==> config.mk <==
export PLATFORM = sky130hd
export DESIGN_NAME = spi_cmd_engine
export DESIGN_NICKNAME = d
export VERILOG_FILES = /design/src/rtl/spi_cmd_pkg.sv /design/src/rtl/spi_ring.sv /design/src/rtl/spi_shift.sv /design/src/rtl/spi_seq.sv /design/src/rtl/spi_cmd_engine.sv
export SDC_FILE = /design/constraint.sdc
export NUM_CORES = 1
export LEC_CHECK = 0
export BUFFER_PORTS_ARGS = -buffer_cell sky130_fd_sc_hd__buf_2
export CAP_MARGIN = 20
export CORE_ASPECT_RATIO = 2
export CORE_UTILIZATION = 40
export CTS_CLUSTER_DIAMETER = 40
export DETAILED_ROUTE_END_ITERATION = 10
export HOLD_SLACK_MARGIN = 0.06
export PLACE_DENSITY = 0.64
export SLEW_MARGIN = 40
export SYNTH_ARGS = -nofsm -noshare
export SYNTH_HDL_FRONTEND = slang
export SYNTH_HIERARCHICAL = 1
export SYNTH_SLANG_ARGS = --single-unit
==> constraint.sdc <==
create_clock -name clk -period 3.3 [get_ports clk]
set_input_delay 0.495 -clock clk [delete_from_list [all_inputs] [get_ports clk]]
set_output_delay 0.495 -clock clk [all_outputs]
set_load 0.005 [all_outputs]
==> src/rtl/spi_cmd_pkg.sv <==
package spi_cmd_pkg;

    typedef enum logic [2:0] {
        ST_IDLE,
        ST_SETUP,
        ST_OPCODE,
        ST_NEXT,
        ST_XFER,
        ST_DONE
    } seq_state_e;

    localparam logic [3:0] OFS_OPCODE = 4'h0;
    localparam logic [3:0] OFS_COUNT  = 4'h1;
    localparam logic [3:0] OFS_CTRL   = 4'h2;
    localparam logic [3:0] OFS_STAT   = 4'h3;
    localparam logic [3:0] OFS_DATA   = 4'hC;

    localparam int CTRL_GO_BIT     = 0;
    localparam int CTRL_REWIND_BIT = 1;
    localparam int STAT_BUSY_BIT   = 0;
    localparam int STAT_PTR_LSB    = 4;

    localparam logic [7:0] READ_FILL = 8'hFF;

endpackage

==> src/rtl/spi_ring.sv <==
module spi_ring #(
    parameter int DEPTH = 8,
    localparam int PW = $clog2(DEPTH)
) (
    input  logic          clk,
    input  logic          rst,
    input  logic          wr_en,
    input  logic [7:0]    wr_data,
    input  logic          adv,
    input  logic          rewind,
    output logic [7:0]    rd_data,
    output logic [PW-1:0] ptr
);

    logic [7:0] mem [DEPTH];

    always_ff @(posedge clk) begin
        if (rst) begin
            for (int i = 0; i < DEPTH; i++) mem[i] <= '0;
        end else if (wr_en) begin
            mem[ptr] <= wr_data;
        end
    end

    always_ff @(posedge clk) begin
        if (rst || rewind) begin
            ptr <= '0;
        end else if (adv) begin
            ptr <= (ptr == PW'(DEPTH - 1)) ? '0 : ptr + 1'b1;
        end
    end

    assign rd_data = mem[ptr];

endmodule

==> src/rtl/spi_shift.sv <==
module spi_shift #(
    parameter int CLK_DIV = 4
) (
    input  logic       clk,
    input  logic       rst,
    input  logic       start,
    input  logic [7:0] tx_byte,
    input  logic       miso,
    output logic       sclk,
    output logic       mosi,
    output logic       done,
    output logic [7:0] rx_byte
);

    localparam int HALF = CLK_DIV / 2;
    localparam int HW   = (HALF > 1) ? $clog2(HALF) : 1;

    logic [HW-1:0] half_cnt;
    logic [2:0]    bit_cnt;
    logic          active;
    logic          sclk_q;
    logic [7:0]    tx_sr;
    logic [7:0]    rx_sr;
    logic          done_q;

    always_ff @(posedge clk) begin
        if (rst) begin
            half_cnt <= '0;
            bit_cnt  <= '0;
            active   <= 1'b0;
            sclk_q   <= 1'b0;
            tx_sr    <= '0;
            rx_sr    <= '0;
            done_q   <= 1'b0;
        end else begin
            done_q <= 1'b0;
            if (start) begin
                active   <= 1'b1;
                tx_sr    <= tx_byte;
                half_cnt <= '0;
                bit_cnt  <= '0;
                sclk_q   <= 1'b0;
            end else if (active) begin
                if (half_cnt == HW'(HALF - 1)) begin
                    half_cnt <= '0;
                    sclk_q   <= ~sclk_q;
                    if (!sclk_q) begin
                        rx_sr <= {rx_sr[6:0], miso};
                    end else if (bit_cnt == 3'd7) begin
                        active <= 1'b0;
                        done_q <= 1'b1;
                    end else begin
                        bit_cnt <= bit_cnt + 1'b1;
                        tx_sr   <= {tx_sr[6:0], 1'b0};
                    end
                end else begin
                    half_cnt <= half_cnt + 1'b1;
                end
            end
        end
    end

    assign sclk    = sclk_q;
    assign mosi    = tx_sr[7];
    assign done    = done_q;
    assign rx_byte = rx_sr;

endmodule

==> src/rtl/spi_seq.sv <==
module spi_seq
    import spi_cmd_pkg::*;
#(
    parameter int DEPTH = 8
) (
    input  logic       clk,
    input  logic       rst,
    input  logic       go,
    input  logic [3:0] wr_cfg,
    input  logic [3:0] rd_cfg,
    input  logic [7:0] opcode,
    input  logic [7:0] ring_q,
    input  logic       sh_done,
    output logic       sh_start,
    output logic [7:0] sh_tx,
    output logic       store,
    output logic       cs_n,
    output logic       busy
);

    localparam int CW = $clog2(DEPTH + 1);

    function automatic logic [CW-1:0] clamp(input logic [3:0] n);
        return (32'(n) > DEPTH) ? CW'(DEPTH) : CW'(n);
    endfunction

    seq_state_e    state, nxt;
    logic [CW-1:0] wleft, rleft;

    always_ff @(posedge clk) begin
        if (rst) begin
            state <= ST_IDLE;
            wleft <= '0;
            rleft <= '0;
        end else begin
            state <= nxt;
            if (state == ST_IDLE && go) begin
                wleft <= clamp(wr_cfg);
                rleft <= clamp(rd_cfg);
            end else if (state == ST_NEXT) begin
                if (wleft != '0)      wleft <= wleft - 1'b1;
                else if (rleft != '0) rleft <= rleft - 1'b1;
            end
        end
    end

    always_comb begin
        nxt = state;
        unique case (state)
            ST_IDLE:   if (go) nxt = ST_SETUP;
            ST_SETUP:  nxt = ST_OPCODE;
            ST_OPCODE: if (sh_done) nxt = ST_NEXT;
            ST_NEXT:   nxt = (wleft != '0 || rleft != '0) ? ST_XFER : ST_DONE;
            ST_XFER:   if (sh_done) nxt = ST_NEXT;
            ST_DONE:   nxt = ST_IDLE;
            default:   nxt = ST_IDLE;
        endcase
    end

    always_comb begin
        sh_start = 1'b0;
        sh_tx    = opcode;
        store    = 1'b0;
        cs_n     = 1'b0;
        busy     = 1'b1;
        unique case (state)
            ST_IDLE: begin
                cs_n = 1'b1;
                busy = 1'b0;
            end
            ST_SETUP: sh_start = 1'b1;
            ST_OPCODE: ;
            ST_NEXT: begin
                sh_start = (wleft != '0) || (rleft != '0);
                sh_tx    = (wleft != '0) ? ring_q : READ_FILL;
            end
            ST_XFER: store = sh_done;
            ST_DONE: cs_n = 1'b1;
            default: cs_n = 1'b1;
        endcase
    end

endmodule

==> src/rtl/spi_cmd_engine.sv <==
module spi_cmd_engine
    import spi_cmd_pkg::*;
#(
    parameter int DEPTH   = 8,
    parameter int CLK_DIV = 4
) (
    input  logic       clk,
    input  logic       rst,
    input  logic [3:0] reg_addr,
    input  logic       reg_wr,
    input  logic       reg_rd,
    input  logic [7:0] reg_wdata,
    output logic [7:0] reg_rdata,
    output logic       spi_sclk,
    output logic       spi_mosi,
    input  logic       spi_miso,
    output logic       spi_cs_n
);

    localparam int PW = $clog2(DEPTH);

    logic [7:0]    opcode_q;
    logic [7:0]    counts_q;
    logic          busy;
    logic          wr_ok;
    logic          go, rewind;
    logic          store;
    logic          ring_we, ring_adv;
    logic [7:0]    ring_wd, ring_q;
    logic [PW-1:0] ptr;
    logic          sh_start, sh_done;
    logic [7:0]    sh_tx, sh_rx;

    assign wr_ok  = reg_wr && !busy;
    assign go     = wr_ok && reg_addr == OFS_CTRL && reg_wdata[CTRL_GO_BIT];
    assign rewind = wr_ok && reg_addr == OFS_CTRL && reg_wdata[CTRL_REWIND_BIT];

    always_ff @(posedge clk) begin
        if (rst) begin
            opcode_q <= '0;
            counts_q <= '0;
        end else begin
            if (wr_ok && reg_addr == OFS_OPCODE) opcode_q <= reg_wdata;
            if (wr_ok && reg_addr == OFS_COUNT)  counts_q <= reg_wdata;
        end
    end

    assign ring_we  = store || (wr_ok && reg_addr == OFS_DATA);
    assign ring_wd  = store ? sh_rx : reg_wdata;
    assign ring_adv = ring_we || (reg_rd && !busy && reg_addr == OFS_DATA);

    always_comb begin
        reg_rdata = '0;
        case (reg_addr)
            OFS_OPCODE: reg_rdata = opcode_q;
            OFS_COUNT:  reg_rdata = counts_q;
            OFS_STAT: begin
                reg_rdata[STAT_BUSY_BIT]         = busy;
                reg_rdata[STAT_PTR_LSB +: PW]    = ptr;
            end
            OFS_DATA:   reg_rdata = ring_q;
            default:    reg_rdata = '0;
        endcase
    end

    spi_ring #(.DEPTH(DEPTH)) u_ring (
        .clk     (clk),
        .rst     (rst),
        .wr_en   (ring_we),
        .wr_data (ring_wd),
        .adv     (ring_adv),
        .rewind  (rewind),
        .rd_data (ring_q),
        .ptr     (ptr)
    );

    spi_shift #(.CLK_DIV(CLK_DIV)) u_shift (
        .clk     (clk),
        .rst     (rst),
        .start   (sh_start),
        .tx_byte (sh_tx),
        .miso    (spi_miso),
        .sclk    (spi_sclk),
        .mosi    (spi_mosi),
        .done    (sh_done),
        .rx_byte (sh_rx)
    );

    spi_seq #(.DEPTH(DEPTH)) u_seq (
        .clk      (clk),
        .rst      (rst),
        .go       (go),
        .wr_cfg   (counts_q[3:0]),
        .rd_cfg   (counts_q[7:4]),
        .opcode   (opcode_q),
        .ring_q   (ring_q),
        .sh_done  (sh_done),
        .sh_start (sh_start),
        .sh_tx    (sh_tx),
        .store    (store),
        .cs_n     (spi_cs_n),
        .busy     (busy)
    );

endmodule

# Yosys cells after proc, flatten, opt, wreduce, memory -nomap -nowiden
# Memories as Yosys holds them, arrays and structs flattened. A register that Yosys moved wholly into a read port is not among the register bits.
# Index checks and enable logic that the tools add are counted.
[word_totals] ff_bits=53 latchBits=0 mem_bits_rw=64 mem_bits_ro=0 in_bits=17 out_inout_bits=11 elab_cells=123 n_memories=1
[classes] n_addsub=5 n_mul=0 n_div=0 n_lt_le_gt_ge=2 n_eq_ne=14 shifts=0 mux=47 n_bitwise=5 n_reduce_logical=36
[mem_list] memory="u_ring.mem" words=8 word_bits=8 rd=1 rd_clocked_by_memory_dff=1 write_ports=8 line_no="spi_ring.sv:15" text="logic [7:0] mem [DEPTH];"
[ops] cell="8-bit 2-to-1 mux" n=9
[ops] cell="4-bit 2-to-1 mux" n=9
[ops] cell="3-bit case mux with 4 select lines" n=2
[ops] cell="3-bit 2-to-1 mux" n=6
[ops] cell="1-bit 2-to-1 mux" n=17
[ops] cell="4-bit AND reduction" n=3
[ops] cell="2-bit nonzero test" n=6
[ops] cell="1-bit logical AND" n=10
[ops] cell="3-bit == test (second input constant)" n=3
[ops] cell="3-bit case mux with 3 select lines" n=1
[ops] cell="4-bit by 2-bit == test with 1-bit output (second input constant)" n=2
[ops] cell="4-bit > comparator (second input constant)" n=2
[ops] cell="4-bit nonzero test" n=2
[ops] cell="8-bit OR reduction" n=1
[ops] cell="4-bit by 1-bit subtractor with 4-bit output (second input constant)" n=2
[ops] cell="3-bit by 1-bit adder with 3-bit output (second input constant)" n=2
[ops] cell="3-bit by 2-bit == test with 1-bit output (second input constant)" n=2
[ops] cell="2-bit by 1-bit inequality test with 1-bit output (second input constant)" n=3
[ops] cell="2-bit AND reduction" n=3
[ops] cell="1-bit inverter" n=5
[ops] cell="5-bit OR reduction" n=1
[ops] cell="4-bit by 1-bit == test with 1-bit output (second input constant)" n=1
[ops] cell="4-bit == test (second input constant)" n=1
[ops] cell="4-bit logical NOT" n=1
[ops] cell="other kinds (11)" n=15

# Longest topological paths before layout
# Gate-level depths: netlist of run 1.
[depth] word_depth=9 mapped_depth=10 depth_no_buf=8

# Modules after synthesis
# Netlist of run 1, hierarchy kept.
[modules_own_cells] module="spi_ring" n_inst=1 cells_each=209 area_per_inst_um2=3179.3 seq_area_each_um2=2042.0
[modules_own_cells] module="spi_cmd_engine" n_inst=1 cells_each=113 area_per_inst_um2=1102.3 seq_area_each_um2=320.3
[modules_own_cells] module="spi_shift" n_inst=1 cells_each=98 area_per_inst_um2=1001.0 seq_area_each_um2=460.4
[modules_own_cells] module="spi_seq" n_inst=1 cells_each=96 area_per_inst_um2=780.7 seq_area_each_um2=220.2

# Least setup slack after synthesis of run 1
# OpenSTA, ideal clock, no wires.
[synth_timing] path_kind="reg2reg" startpoint="register u_seq.state[2]" endpoint="memory u_ring.mem[4][0], enable pin" setup_time_ns=0.375 arrival_ns=2.644 t_required_ns=2.925 slack_ns=0.282 path_stages_with_launch=9 n_path_buf=3 period_less_slack_ns=3.018 cell_sequence="dfxtp_1 -> clkbuf_1 -> or3_1 -> nor2b_1 -> a21o_1 -> or3b_2 -> buf_2 -> clkbuf_1 -> o21bai_1"
[synth_lines] element="start: declaration" line_no="spi_seq.sv:27" text="seq_state_e state, nxt;"
[synth_lines] element="start signal: assignment" line_no="spi_seq.sv:36" text="state <= nxt;"
[synth_lines] element="end: declaration" line_no="spi_ring.sv:15"

==> impl_metrics.toml, run 1 <==
[layout]
diodes = 0
finalInstanceArea_um2 = 6930
finalNetCount = 564
nFillCells = 1384
final_util = 0.468
areaGrowthSynthToFinish_pct = 14.3
drive_above_1_share = 0.219

[place]
io_buffers = 27
gp_congestion = 0.857
placed_area_um2 = 6380
hpwl_mm = 11.6

[global_routing]
grt_usage = 0.210
use_met3 = 0.0439
antenna_found_initial = 0
use_met1 = 0.189
busiest_layer = "met2"
use_met2 = 0.401
overflow = 0
grt_pass1_vias = 4226
grt_pass1_wl_mm = 23.1
grt_max_degree = 37

[floorplan]
fp.dieW_um = 89.1
ios = 28
design.die.area_um2 = 15700
dieHeight_um = 176
rows = 63
initial_core_util = 0.409
core_area_um2 = 14800

[cts]
hold_buffers = 0
clk_latency_ns = 0.42
cts_resized = 0
cts_buffers = 17
cts-root-buf = "clkbuf_16"
clk_pin_slew_worst_paths_ns = 0.06
post_cts_buffers = 0
cts_sinks = 120
cts_tree = "built"
h-tree-depth = 4
cts_buffer_depth = 2

[yosys]
synth_area_leaders = "edfxtp_1 (32%), dfxtp_1 (18%), nor3_1 (6.5%)"
synthFlopType = "edfxtp_1"
synth_async_sr_flop_share = 0
synthesis.area_um2 = 6060
yosys_warnings = 6
yosysTopAreaCell = "edfxtp_1"
postSynthAreaPerCell_um2 = 11.8
ys_ff_latch = 120
yosys.area_share.adder = 0.0144
synth_top_family_by_area = "simple AND/OR/NAND/NOR gates"
synth_edf_count = 64
ys_types = 63
synth_simple_gate_area_frac = 0.190
seq_area_frac_synth = 0.502
synth_top_area_share = 0.317
synthMuxAreaShare = 0.153
synth_xor_area_frac = 0.00578
synth-compound-area-share = 0.0846
syn-num-nets = 540
synthCells = 516
synth.most_common_cell = "nor3_1"
ys_top_cells_by_count = "nor3_1 (79), edfxtp_1 (64), dfxtp_1 (56)"

[critical_path]
r2r_setup_slack_ns = 0.46
critPathKind = "reg -> out"
reg2reg_from = "u_seq/state[2]"
crit_fanout = 16
critical_path_arrival_ns = 2.47
critPathRequiredTime_ns = 2.80
cp-start-kind = "flip-flop"
cp-end-kind = "output pin"
reg2reg_to = "u_ring/mem[4][5]"
reg2reg_depth = 5

[outcome]
status = "finished, final reports clean"

[worst_hold_path]
hp-start = "spi_miso"
hold_end = "u_shift/rx_byte[0]"
hold_depth = 3
hp-class = "in -> reg"

[power_and_ir_drop]
fin_total_pwr_uw = 3550
powerDensity_nw_per_um2 = 512
ir_drop_uv = 369
leakage_uw = 0.00254

[sta]
period_minus_slack_ns = 2.97
rsz0062_at_grt = "false"
slew_headroom = 0.533
hold_viol_final = 0
min_period_over_period = 0.899
finalClockSkew_ns = 0.00935
tightest_slew_ns = 0.699
holdWs_ns = 0.319
max_freq_mhz = 337
slew_violations = 0
setup_tns_ns = 0
finalSetupViolations = 0

[drt]
drt_iter0_markers = 254
viasPerCell = 5.69
drt-wirelength-per-cell_um = 20.5
vias = 4257
dr.pass1.iters = 6
totalWireLength_mm = 15.3
drtAntennaViolNets = 0
drc = 0

[flow_run]
maxCapViolCount = 0
## per-layer routing
metal	up-vias	share of wire
li1	1999	-
met1	2052	0.32
met2	159	0.58
met3	47	0.036
met4	0	0.061
met5	-	0
## where the power goes
group,total [µW],switching [µW],internal [µW],leakage (µW)
clock network,1750,706,1040,0.000271
registers,1620,17.4,1600,0.00111
logic,184,113,71.8,0.00116
total,3550,836,2710,0.00254
## sequential cells by signal (all words and copies together) (netlist names), 3 cells and up, named ones only
name and count:
opcode_q 8, u_seq/state 3, counts_q 8, u_shift/bit_cnt 3, u_shift/rx_byte 8, u_shift/tx_sr 8, u_ring/ptr 3, u_seq/rleft 4
u_seq/wleft 4, u_ring/mem 64
## cell usage in the layout, fill, tap and decap left out, types with 4 or more instances in the layout
cell,count
a2111oi_2,8
a21oi_1,10
a222oi_1,4
buf_2,27
buf_4,21
clkbuf_16,17
clkinv_1,8
clkinv_2,4
clkinv_4,4
dfxtp_1,56
edfxtp_1,64
ha_1,7
inv_1,12
mux2_2,17
mux2i_1,32
mux4_1,15
nand2_1,13
nand2b_1,27
nand3b_1,4
nor2_1,29
nor2b_1,8
nor3_1,79
nor4_1,4
o21bai_1,8
o22a_1,9
## worst max path at each step
stage | end | cells after the start
after floorplan | u_ring/mem[4][0] | 8
after global routing | reg_rdata[2] | 6
after global placement | u_ring/mem[4][3] | 5
final | reg_rdata[5] | 5
after CTS | reg_rdata[4] | 5
after detailed placement | u_ring/mem[4][5] | 5
## per-stage QoR
stage / worst slack, ns / instances
4_1_cts: 0.292 / 748
6_report: 0.333 / 748
3_3_place_gp: 0.500 / 716
2_1_floorplan: 0.282 / 516
5_1_grt: 0.177 / 748
3_5_place_dp: 0.428 / 716
## area by class of cell
class	instances	area, µm²	area share
Inverter	20	75.1	0.0108
Multi-Input combinational cell	333	2720	0.393
Sequential cell	120	3040	0.439
Timing Repair Buffer	48	293	0.0422
Clock buffer	18	429	0.0619
Clock inverter	14	126	0.0182
Tap cell	195	244	0.0352
## cells by family (layout without fill, tap and decap cells)
family | Yosys count | in the layout
AO/OA/AOI/OAI | 59 | 59
multiplexers | 65 | 65
AND/OR/NAND/NOR | 198 | 198
flip-flops | 120 | 120
buffers and inverters | 63 | 100
adder cells (fa/ha/maj) | 7 | 7
XOR/XNOR | 4 | 4
## critical path, stage by stage (launching register included)
cell and delay, ns:
dfxtp_1 0.31, buf_4 0.25, mux4_1 0.67, mux2_2 0.34
a221o_1 0.35, buf_2 0.13
Note: power is estimated with default switching activity, not from simulation.
==> inputs of run 2 (changes only) <==
==> constraint.sdc (replaced) <==
create_clock -name clk -period 3.3 [get_ports clk]
set_input_delay 0.495 -clock clk [delete_from_list [all_inputs] [get_ports clk]]
set_output_delay 0.495 -clock clk [all_outputs]
set_load 0.01 [all_outputs]
==> run 2 against run 1 <==
Against the previous run:
- clock skew is 0.00052 ns higher
- setup slack worse by 0.12 ns
- critical path type unchanged
- total power is 3.2% lower
- largest power group unchanged
- core utilization is 0.30 points lower
- clock power is 7% lower
- worst hold slack better by 0.015 ns
- combinational power hardly changed
- non-clock buffer count is 2 lower
- register-to-register slack worse by 0.09 ns
- global-route usage is 0.15 points higher
==> impl_metrics.toml, run 2 (same netlist as run 1, synthesis figures left out) <==
[outcome]
status = "finished, final reports clean"

[global_routing]
grt_pass1_vias = 4372
grt_max_degree = 37
overflow = 0
use_met1 = 0.177
use_met2 = 0.403
grt_pass1_wl_mm = 23.4
use_met3 = 0.0402
antenna_found_initial = 0
busiest_layer = "met2"
grt_usage = 0.212

[critical_path]
crit_end = "reg_rdata[7]"
r2r_setup_slack_ns = 0.37
reg2reg_depth = 8
cp-end-kind = "output pin"
crit_fanout = 16
slowest_delay_ns = 0.66
reg2reg_to = "u_seq/wleft[1]"
critPathRequiredTime_ns = 2.80
critical_path_arrival_ns = 2.59
cp-start-kind = "flip-flop"
cp_cell_sequence = "buf_4 -> mux4_1 -> mux2_2 -> a222oi_1 -> inv_1 -> buf_2"
reg2reg_from = "u_seq/state[2]"
critPathKind = "reg -> out"
cp_slowest_cell = "mux4_1"

[cts]
cts-root-buf = "clkbuf_16"
clk_latency_ns = 0.42
cts_tree = "built"
cts_resized = 0
cts_buffer_depth = 2
h-tree-depth = 4
hold_buffers = 0
clk_pin_slew_worst_paths_ns = 0.05
cts_sinks = 120
cts_buffers = 17
post_cts_buffers = 0

[sta]
rsz0062_at_grt = "false"
finalSetupViolations = 0
hold_viol_final = 0
finalClockSkew_ns = 0.00987
slew_headroom = 0.549
slew_violations = 0
tightest_slew_ns = 0.675
max_freq_mhz = 324
setup_tns_ns = 0
min_period_over_period = 0.935
period_minus_slack_ns = 3.08

[layout]
finalNetCount = 562
final_cell_mix = "nor3_1 (79), edfxtp_1 (64), dfxtp_1 (56), mux2i_1 (32), nor2_1 (29)"
regArea_um2 = 3040
diodes = 0
areaGrowthSynthToFinish_pct = 13.6
regMostFlops = "u_ring/mem"
drive_above_1_share = 0.207
largest_register_ffs = 64
layout_commonest_cell = "nor3_1"
nFillCells = 1429
multiInputGateArea_um2 = 2720

[power_and_ir_drop]
powerDensity_nw_per_um2 = 499
leakage_uw = 0.00253
ir_drop_uv = 249
fin_total_pwr_uw = 3440

[drt]
drc = 0
dr.pass1.iters = 5
totalWireLength_mm = 15.3
drt-wirelength-per-cell_um = 20.5
viasPerCell = 5.65
drt_iter0_markers = 154
vias = 4209
drtAntennaViolNets = 0

[floorplan]
initial_core_util = 0.409
fp.dieW_um = 89.1
core_area_um2 = 14800
design.die.area_um2 = 15700
rows = 63
dieHeight_um = 176
ios = 28

[place]
hpwl_mm = 11.6
io_buffers = 27
gp_congestion = 0.814

[flow_run]
maxCapViolCount = 0

[worst_hold_path]
hp-class = "in -> reg"
[run 2: cell count changes in the layout (fill, tap and decap cells not counted), sizes merged]
cell,delta
buf,-2
bufinv,-1
clkbuf,+9
clkinv,-4
clkinvlp,-2
inv,-3
[run 2: final cells by class]
class / instances / share of cell area
Clock buffer: 27 / 0.0730
Clock inverter: 4 / 0.00291
Inverter: 20 / 0.0109
Multi-Input combinational cell: 333 / 0.396
Sequential cell: 120 / 0.442
Tap cell: 195 / 0.0354
Timing Repair Buffer: 46 / 0.0403
[run 2: worst min path at each step]
stage                        from                  to  slack (ns)  cells after the start
3_3_place_gp          opcode_q[7]         opcode_q[7]        0.47                      2
4_1_cts                  spi_miso  u_shift/rx_byte[0]        0.32                      3
6_report                 spi_miso  u_shift/rx_byte[0]        0.33                      3
2_1_floorplan  u_shift/rx_byte[7]  u_shift/rx_byte[7]        0.45                      2
5_1_grt                  spi_miso  u_shift/rx_byte[0]        0.35                      3
3_5_place_dp   u_shift/rx_byte[7]  u_shift/rx_byte[7]        0.48                      2
[run 2: worst max-delay path, delay by kind of cell, from the launching register on]
kind,cells,cell delay [ns]
buffers and inverters,3,0.46
AO/OA/AOI/OAI,1,0.41
multiplexers,2,0.98
flip-flops,1,0.31
[run 2: metal layers]
| layer | share of wire | vias to the layer above | wire (µm) |
|---|---|---|---|
| met4 | 0.082 | 0 | 1240 |
| met3 | 0.033 | 52 | 500 |
| met1 | 0.31 | 2040 | 4760 |
| met2 | 0.57 | 117 | 8750 |
| met5 | 0 | - | 0 |
| li1 | - | 2000 | - |
[run 2: through the flow]
step	util	hold slack [ns]	std cells	worst slack, ns	cell area [µm²]
finish	0.465	0.334	745	0.216	6890
CTS	0.465	0.322	745	0.188	6880
floorplan	-	0.454	516	0.282	6060
global placement	0.429	0.474	714	0.527	6360
global route	0.465	0.345	745	0.0867	6890
detailed placement	0.429	0.480	714	0.424	6360
[run 2: power breakdown]
part,leakage (µW),internal [µW],switching [µW]
Combinational,0.00115,71.2,113
Clock,0.000261,1030,605
Sequential,0.00111,1600,14.9
